### src/rtl/cr_stack_pkg.sv
package cr_stack_pkg;

  localparam int PC_W    = 24;
  localparam int BYTE_W  = 8;
  localparam int FRAME_B = 4;                 // largest frame in bytes
  localparam int FRAME_W = FRAME_B * BYTE_W;
  localparam int CNT_W   = $clog2(FRAME_B + 1);

  typedef enum logic [2:0] {
    OP_CALL_ABS  = 3'd0,
    OP_CALL_EXT  = 3'd1,
    OP_CALL_LONG = 3'd2,
    OP_RET_SHORT = 3'd3,
    OP_RET_EXT   = 3'd4,
    OP_RET_INT   = 3'd5,
    OP_TRAP      = 3'd6,
    OP_NONE      = 3'd7
  } cr_op_e;

  typedef enum logic [1:0] {
    ST_IDLE = 2'd0,
    ST_XFER = 2'd1,
    ST_DONE = 2'd2
  } cr_state_e;

endpackage

### src/rtl/cr_sp_ctr.sv
module cr_sp_ctr #(
  parameter int          SP_W    = 8,
  parameter int unsigned SP_INIT = 7
) (
  input  logic            clk,
  input  logic            rst_n,
  input  logic            inc,
  input  logic            dec,
  output logic [SP_W-1:0] sp,
  output logic [SP_W-1:0] sp_up
);

  logic [SP_W-1:0] sp_q;
  logic [SP_W-1:0] sp_d;
  logic            sp_en;

  assign sp_en = inc | dec;
  assign sp_up = sp_q + SP_W'(1);

  always_comb begin
    sp_d = sp_q;
    if (inc)      sp_d = sp_up;
    else if (dec) sp_d = sp_q - SP_W'(1);
  end

  always_ff @(posedge clk or negedge rst_n) begin
    if (!rst_n)     sp_q <= SP_W'(SP_INIT);
    else if (sp_en) sp_q <= sp_d;
  end

  assign sp = sp_q;

endmodule

### src/rtl/cr_req_decode.sv
module cr_req_decode
  import cr_stack_pkg::*;
(
  input  cr_op_e                  op,
  input  logic                    mode,
  input  logic [PC_W-1:0]         cur_pc,
  input  logic [2:0]              instr_size,
  input  logic [BYTE_W-1:0]       psw1_in,
  output logic [CNT_W-1:0]        n_bytes,
  output logic                    is_push,
  output logic [PC_W-1:0]         ret_pc,
  output logic [FRAME_W-1:0]      push_word
);

  // Frame bytes are emitted from push_word[7:0] upward.
  always_comb begin
    if (op == OP_CALL_ABS) ret_pc = cur_pc + PC_W'(2);
    else                   ret_pc = cur_pc + PC_W'(instr_size);

    n_bytes   = '0;
    is_push   = 1'b0;
    push_word = '0;
    unique case (op)
      OP_CALL_ABS, OP_CALL_LONG: begin
        n_bytes   = CNT_W'(2);
        is_push   = 1'b1;
        push_word = {16'h0000, ret_pc[15:0]};
      end
      OP_CALL_EXT: begin
        n_bytes   = CNT_W'(3);
        is_push   = 1'b1;
        push_word = {8'h00, ret_pc};
      end
      OP_RET_SHORT: n_bytes = CNT_W'(2);
      OP_RET_EXT:   n_bytes = CNT_W'(3);
      OP_RET_INT:   n_bytes = mode ? CNT_W'(4) : CNT_W'(2);
      OP_TRAP: begin
        is_push = 1'b1;
        if (mode) begin
          n_bytes   = CNT_W'(4);
          push_word = {ret_pc, psw1_in};
        end else begin
          n_bytes   = CNT_W'(2);
          push_word = {16'h0000, ret_pc[15:0]};
        end
      end
      default: n_bytes = '0;
    endcase
  end

endmodule

### src/rtl/cr_pc_select.sv
module cr_pc_select
  import cr_stack_pkg::*;
#(
  parameter logic [23:0] TRAP_VEC = 24'h000100
) (
  input  cr_op_e              op,
  input  logic                mode,
  input  logic [PC_W-1:0]     ret_pc,
  input  logic [PC_W-1:0]     target,
  input  logic [PC_W-1:0]     base_pc,
  input  logic [FRAME_W-1:0]  pop_acc,
  output logic [PC_W-1:0]     new_pc,
  output logic [BYTE_W-1:0]   psw_val,
  output logic                psw_restore
);

  // pop_acc holds popped bytes, earliest in the highest position used.
  always_comb begin
    psw_val     = pop_acc[7:0];
    psw_restore = 1'b0;
    unique case (op)
      OP_CALL_ABS:  new_pc = {ret_pc[23:11], target[10:0]};
      OP_CALL_EXT:  new_pc = target;
      OP_CALL_LONG: new_pc = {ret_pc[23:16], target[15:0]};
      OP_RET_SHORT: new_pc = {base_pc[23:16], pop_acc[15:0]};
      OP_RET_EXT:   new_pc = pop_acc[23:0];
      OP_RET_INT: begin
        if (mode) begin
          new_pc      = pop_acc[31:8];
          psw_restore = 1'b1;
        end else begin
          new_pc      = {base_pc[23:16], pop_acc[15:0]};
        end
      end
      OP_TRAP:      new_pc = TRAP_VEC;
      default:      new_pc = base_pc;
    endcase
  end

endmodule

### src/rtl/cr_stack_seq.sv
module cr_stack_seq
  import cr_stack_pkg::*;
#(
  parameter int          SP_W     = 8,
  parameter int unsigned SP_INIT  = 7,
  parameter logic [23:0] TRAP_VEC = 24'h000100
) (
  input  logic            clk,
  input  logic            rst_n,
  input  logic            req_valid,
  input  logic [2:0]      req_op,
  input  logic [23:0]     cur_pc,
  input  logic [2:0]      instr_size,
  input  logic [23:0]     target,
  input  logic [7:0]      psw1_in,
  input  logic            intr_mode,
  output logic            busy,
  output logic            done,
  output logic [23:0]     new_pc,
  output logic [7:0]      psw1_out,
  output logic            psw1_load,
  output logic            mem_we,
  output logic            mem_re,
  output logic [SP_W-1:0] mem_addr,
  output logic [7:0]      mem_wdata,
  input  logic [7:0]      mem_rdata,
  output logic [SP_W-1:0] sp_out
);

  cr_state_e          state_q, state_d;
  cr_op_e             op_in, op_q;
  logic               mode_q;
  logic [PC_W-1:0]    ret_q, target_q, base_q;
  logic [FRAME_W-1:0] frame_q;
  logic [CNT_W-1:0]   nbytes_q, step_q, step_d;
  logic               push_q;
  logic [FRAME_W-1:0] acc_q, acc_d;

  logic [CNT_W-1:0]   dec_n;
  logic               dec_push;
  logic [PC_W-1:0]    dec_ret;
  logic [FRAME_W-1:0] dec_frame;

  logic               accept, xfer, last_step;
  logic [SP_W-1:0]    sp, sp_up;
  logic [BYTE_W-1:0]  frame_bytes [FRAME_B];
  logic               psw_restore;

  assign op_in = cr_op_e'(req_op);

  cr_req_decode u_decode (
    .op         (op_in),
    .mode       (intr_mode),
    .cur_pc     (cur_pc),
    .instr_size (instr_size),
    .psw1_in    (psw1_in),
    .n_bytes    (dec_n),
    .is_push    (dec_push),
    .ret_pc     (dec_ret),
    .push_word  (dec_frame)
  );

  assign accept    = (state_q == ST_IDLE) && req_valid;
  assign xfer      = (state_q == ST_XFER);
  assign last_step = (step_q == nbytes_q - CNT_W'(1));

  // next state
  always_comb begin
    state_d = state_q;
    unique case (state_q)
      ST_IDLE: if (req_valid) state_d = (dec_n == '0) ? ST_DONE : ST_XFER;
      ST_XFER: if (last_step) state_d = ST_DONE;
      ST_DONE: state_d = ST_IDLE;
      default: state_d = ST_IDLE;
    endcase
  end

  always_comb begin
    step_d = step_q;
    if (accept)    step_d = '0;
    else if (xfer) step_d = step_q + CNT_W'(1);
  end

  always_comb begin
    acc_d = acc_q;
    if (accept)      acc_d = '0;
    else if (mem_re) acc_d = {acc_q[FRAME_W-BYTE_W-1:0], mem_rdata};
  end

  // registers
  always_ff @(posedge clk or negedge rst_n) begin
    if (!rst_n) begin
      state_q <= ST_IDLE;
      step_q  <= '0;
      acc_q   <= '0;
    end else begin
      state_q <= state_d;
      step_q  <= step_d;
      acc_q   <= acc_d;
    end
  end

  always_ff @(posedge clk or negedge rst_n) begin
    if (!rst_n) begin
      op_q     <= OP_NONE;
      mode_q   <= 1'b0;
      ret_q    <= '0;
      target_q <= '0;
      base_q   <= '0;
      frame_q  <= '0;
      nbytes_q <= '0;
      push_q   <= 1'b0;
    end else if (accept) begin
      op_q     <= op_in;
      mode_q   <= intr_mode;
      ret_q    <= dec_ret;
      target_q <= target;
      base_q   <= cur_pc;
      frame_q  <= dec_frame;
      nbytes_q <= dec_n;
      push_q   <= dec_push;
    end
  end

  // frame byte lanes
  for (genvar g = 0; g < FRAME_B; g++) begin : g_lane
    assign frame_bytes[g] = frame_q[g*BYTE_W +: BYTE_W];
  end

  cr_sp_ctr #(.SP_W(SP_W), .SP_INIT(SP_INIT)) u_sp (
    .clk   (clk),
    .rst_n (rst_n),
    .inc   (mem_we),
    .dec   (mem_re),
    .sp    (sp),
    .sp_up (sp_up)
  );

  assign mem_we    = xfer &  push_q;
  assign mem_re    = xfer & ~push_q;
  assign mem_addr  = push_q ? sp_up : sp;
  assign mem_wdata = frame_bytes[step_q[$clog2(FRAME_B)-1:0]];
  assign sp_out    = sp;

  cr_pc_select #(.TRAP_VEC(TRAP_VEC)) u_pcsel (
    .op          (op_q),
    .mode        (mode_q),
    .ret_pc      (ret_q),
    .target      (target_q),
    .base_pc     (base_q),
    .pop_acc     (acc_q),
    .new_pc      (new_pc),
    .psw_val     (psw1_out),
    .psw_restore (psw_restore)
  );

  assign busy      = (state_q != ST_IDLE);
  assign done      = (state_q == ST_DONE);
  assign psw1_load = done & psw_restore;

endmodule

### config.mk
export PLATFORM = sky130hd
export DESIGN_NAME = cr_stack_seq
export DESIGN_NICKNAME = d
export VERILOG_FILES = /design/src/rtl/cr_stack_pkg.sv /design/src/rtl/cr_sp_ctr.sv /design/src/rtl/cr_req_decode.sv /design/src/rtl/cr_pc_select.sv /design/src/rtl/cr_stack_seq.sv
export SDC_FILE = /design/constraint.sdc
export NUM_CORES = 1
export LEC_CHECK = 0
export BUFFER_PORTS_ARGS = -buffer_cell sky130_fd_sc_hd__buf_4
export CAP_MARGIN = 20
export CORE_MARGIN = 4
export CORE_UTILIZATION = 30
export CTS_BUF_LIST = sky130_fd_sc_hd__clkbuf_16
export DETAILED_ROUTE_END_ITERATION = 16
export GPL_ROUTABILITY_DRIVEN = 0
export PLACE_DENSITY = 0.46
export SYNTH_ARGS = -nofsm -noshare
export SYNTH_HDL_FRONTEND = slang
export SYNTH_SLANG_ARGS = --single-unit
### constraint.sdc
create_clock -name clk -period 1.95 [get_ports clk]
set_input_delay 0.4875 -clock clk [delete_from_list [all_inputs] [get_ports clk]]
set_output_delay 0.4875 -clock clk [all_outputs]
set_load 0.05 [all_outputs]
==> summary.txt <==
Critical path
  – CP required: 1.46 ns
  – Kind of start point of the critical path: flip-flop
  – CP peak stage delay: 0.58 ns
  – Cells traversed along the worst timing path: buf_4, nand2_4, nand2_2, o22ai_4, buf_12, a221o_2, buf_4
  – CP arrival: 2.16 ns
  – Worst setup EP type: output pin
  – Category of the most critical setup path: flip-flop to output pin
  – Critical-path maximum fanout: 11
  – Max stage delay cell, worst path: sky130_fd_sc_hd__dfstp_2
  – Top cell by count, worst path: sky130_fd_sc_hd__buf_4

Global route
  – Number of global-route vias before repair: 6946
  – First-pass GRT wire length: 41400 um
  – GRT Total Usage: 0.187
  – Pin count of the biggest net entering global routing: 46
  – Initial antenna violation count: 0
  – Remaining Overflow, GRT: 0

Finish
  – Fraction of final layout cells with drive strength greater than 1: 0.371
  – Post-synthesis to final-layout area growth: 46.0%
  – Number of filler cells placed in the layout: 2475
  – N_diodes: 0
  – Filler-free cell count of the finished design: 1379
  – Layout net count: 1119

Timing
  – Final Cycle Share: 1.36
  – Unrepaired setup endpoints after global routing: yes
  – Setup violation total in the final timing report: 41
  – Fin crit period: 2.64 ns
  – Final-report max-slew violation count: 0
  – Setup slack of the critical path after layout: -0.695 ns
  – Worst slack on hold paths: 0.247 ns
  – Rel. slew slack: 0.598
  – Number of hold violations in the final report: 0
  – Slew at the pin closest to its max-slew limit: 0.603 ns
  – Post-route setup TNS: -19.44 ns
  – Setup Skew: 0.00996 ns
  – Maximum operating frequency: 378 MHz

Logic synthesis
  – Cell type with the highest aggregate area in the netlist: sky130_fd_sc_hd__dfrtp_1
  – Post-synth top area share: 0.460
  – Flops & latches, synth: 146
  – Yosys warnings: 0
  – Asr flop ratio synth: 1.00
  – Count of mapped cells out of synthesis: 835
  – Part of the Yosys area used for sequential elements: 0.481
  – Mean cell area of the mapped netlist: 9.12 um2
  – Number of library cell types mapped by synthesis: 59
  – Post-synth EDFFs: 0
  – Nets in the synthesized netlist: 918
  – Netlist area before placement: 0.00761 mm2
  – Top cells by area in the synthesized netlist: sky130_fd_sc_hd__dfrtp_1 46%, sky130_fd_sc_hd__nand2_1 13%, sky130_fd_sc_hd__o21ai_0 3.6%, sky130_fd_sc_hd__xor2_1 2.8%, sky130_fd_sc_hd__a22o_1 2.6%
  – Commonest register cell after synthesis: sky130_fd_sc_hd__dfrtp_1

Detailed routing
  – Routed length on met1: 12300 um
  – Detail Route Antenna Nets: 0
  – Highest layer used for signal routing: met4
  – Aggregate routed wire length: 26400 um
  – Number of iterations in the first detailed-routing pass: 5
  – Met2 WL post-DR: 12700 um
  – Met3 wirelength from detailed routing: 1200 um
  – Average via count per standard cell: 5.02
  – Iter 0 DRT Violations: 514
  – Avg WL per Cell: 19.2 um
  – DRC: 0
  – Via Count: 6926

Job
  – Number of violations of the max-capacitance limit: 0

Die
  – Width of the chip: 167 um
  – Number of top-level pins: 135
  – Area of the die: 0.0280 mm2
  – Height of the chip: 167 um
  – Core Region: 0.0250 mm2
  – Num rows: 58
  – Initial Utilization: 0.304

Place
  – Quantity of I/O buffers inserted on ports: 134
  – Total placed cells including tap cells: 1330
  – HPWL reported at the end of detailed placement: 19200 um

Power
  – Total power of the final layout: 21.4 mW
  – Worst vdd ir: 0.00130 V
  – Static leakage power: 5.13 nW
  – Total power divided by cell area: 1930 mW/mm2

Clock tree
  – Source-to-sink clock delay at the later pin of the worst-skew pair: 0.42 ns
  – Root Buffer Master: sky130_fd_sc_hd__clkbuf_16
  – TritonCTS clock tree: yes
  – Number of buffers created by CTS: 17
  – CTS clock-pin slew for the worst setup and hold paths: 0.07 ns
  – Maximum buffer depth of the clock tree: 2
  – # H-tree levels: 4
  – Clk sink count: 146

Outcome
  – Violations in the final reports: negative setup slack
  – Status: finished, violations left

Hold path
  – Tightest Hold Check Type: primary input to flip-flop
-- layout by cell type, fill, tap and decap left out, types with 9 or more instances in the layout --
cell                          n
sky130_fd_sc_hd__inv_1        9
sky130_fd_sc_hd__clkbuf_16   17
sky130_fd_sc_hd__o21ai_1     11
sky130_fd_sc_hd__o21ai_0     37
sky130_fd_sc_hd__and3_1       9
sky130_fd_sc_hd__xor2_1      19
sky130_fd_sc_hd__buf_6       38
sky130_fd_sc_hd__xnor2_1     13
sky130_fd_sc_hd__buf_4      195
sky130_fd_sc_hd__a22oi_1     14
sky130_fd_sc_hd__a21oi_1     20
sky130_fd_sc_hd__nand3_1      9
sky130_fd_sc_hd__dfrtp_1    136
sky130_fd_sc_hd__o22ai_1     13
sky130_fd_sc_hd__nand2_1    250
sky130_fd_sc_hd__a22o_1      23
sky130_fd_sc_hd__o221ai_1    13
sky130_fd_sc_hd__a221o_2     10
sky130_fd_sc_hd__nor2_1      24
-- what timing repair did --
action	in CTS	in global routing
setup buffers	11	6
pin swaps	18	18
endpoints found under the setup margin	68	69
resized for setup	62	34
hold endpoints to repair	28	0
hold buffers	1	0
-- state kept, by name, summed over array words and instances, names as in the netlist, 8 cells and up --
signal    cells
acc_q        32
base_q       24
frame_q      32
ret_q        13
target_q     24
u_sp.sp       8
-- final cells by class --
type	count	area, um2	area share
multi-input cells	608	4190	0.377
flip-flops and latches	146	3680	0.331
repair buffers	250	2180	0.196
clock buffers	17	425	0.0383
well taps	330	413	0.0372
clock inverters	15	158	0.0142
inverters	13	66.3	0.00597
-- worst paths after layout --
check,startpoint,endpoint,slack [ns],depth (start not counted)
worst max-delay path,op_q[0],new_pc[0],-0.69,7
worst min-delay path,target[22],target_q[22],0.25,3
worst max register to register,u_sp.sp[0],u_sp.sp[7],0.13,7
worst min register to register,target_q[20],target_q[20],0.48,2
max in group asynchronous,rst_n,op_q[0],0.79,3
min in group asynchronous,rst_n,u_sp.sp[6],0.51,2
-- per-layer routing --
| layer | GRT usage | vias to the layer above |
|---|---|---|
| met2 | 0.303 | 164 |
| met3 | 0.0347 | 17 |
| met5 | 0 | - |
| li1 | - | 3315 |
| met1 | 0.265 | 3430 |
| met4 | 0.0332 | 0 |
-- where the power goes --
group	total, mW	switching [mW]	internal [mW]
Clock	3.30	1.41	1.89
Combinational	12.5	7.39	5.14
Sequential	5.61	1.20	4.41
-- Yosys cell counts, drive strengths merged, types with 8 or more instances --
cell type / instances
o21ai: 57
o22ai: 14
xnor2: 19
nor2: 29
a222oi: 8
dfrtp: 140
mux4: 8
o221ai: 14
a22oi: 14
a21oi: 25
and3: 13
clkbuf: 37
xor2: 25
nand3: 11
a22o: 23
a221o: 11
nand2: 257
buf: 31
ha: 8
inv: 12
-- cell families (layout without fill, tap and decap cells) --
kind of cell	count (synthesis)	after routing	share of synthesized area
fa+ha+maj	10	10	0.0171
compound gates	190	190	0.173
simple gates	347	347	0.194
mux	17	17	0.0362
flops	146	146	0.481
xor+xnor	44	44	0.0516
buf+inv	81	295	0.0470
-- per-stage QoR --
stage               area, um2  setup WS (ns)  utilization
floorplan                8090         -0.272            -
global placement         9980         -0.810        0.399
detailed placement       9980         -0.732        0.399
CTS                     10900         -0.716        0.437
global route            11100         -0.768        0.444
finish                  11100         -0.695        0.444
-- worst max-delay path: cells and delay by family (launching register included) --
kind,cells,cell delay (ns)
AOI/OAI and AO/OA,2,0.44
buffers and inverters,3,0.50
DFF,1,0.58
and+or+nand+nor,2,0.21
Power figures use the tool's default switching activity.
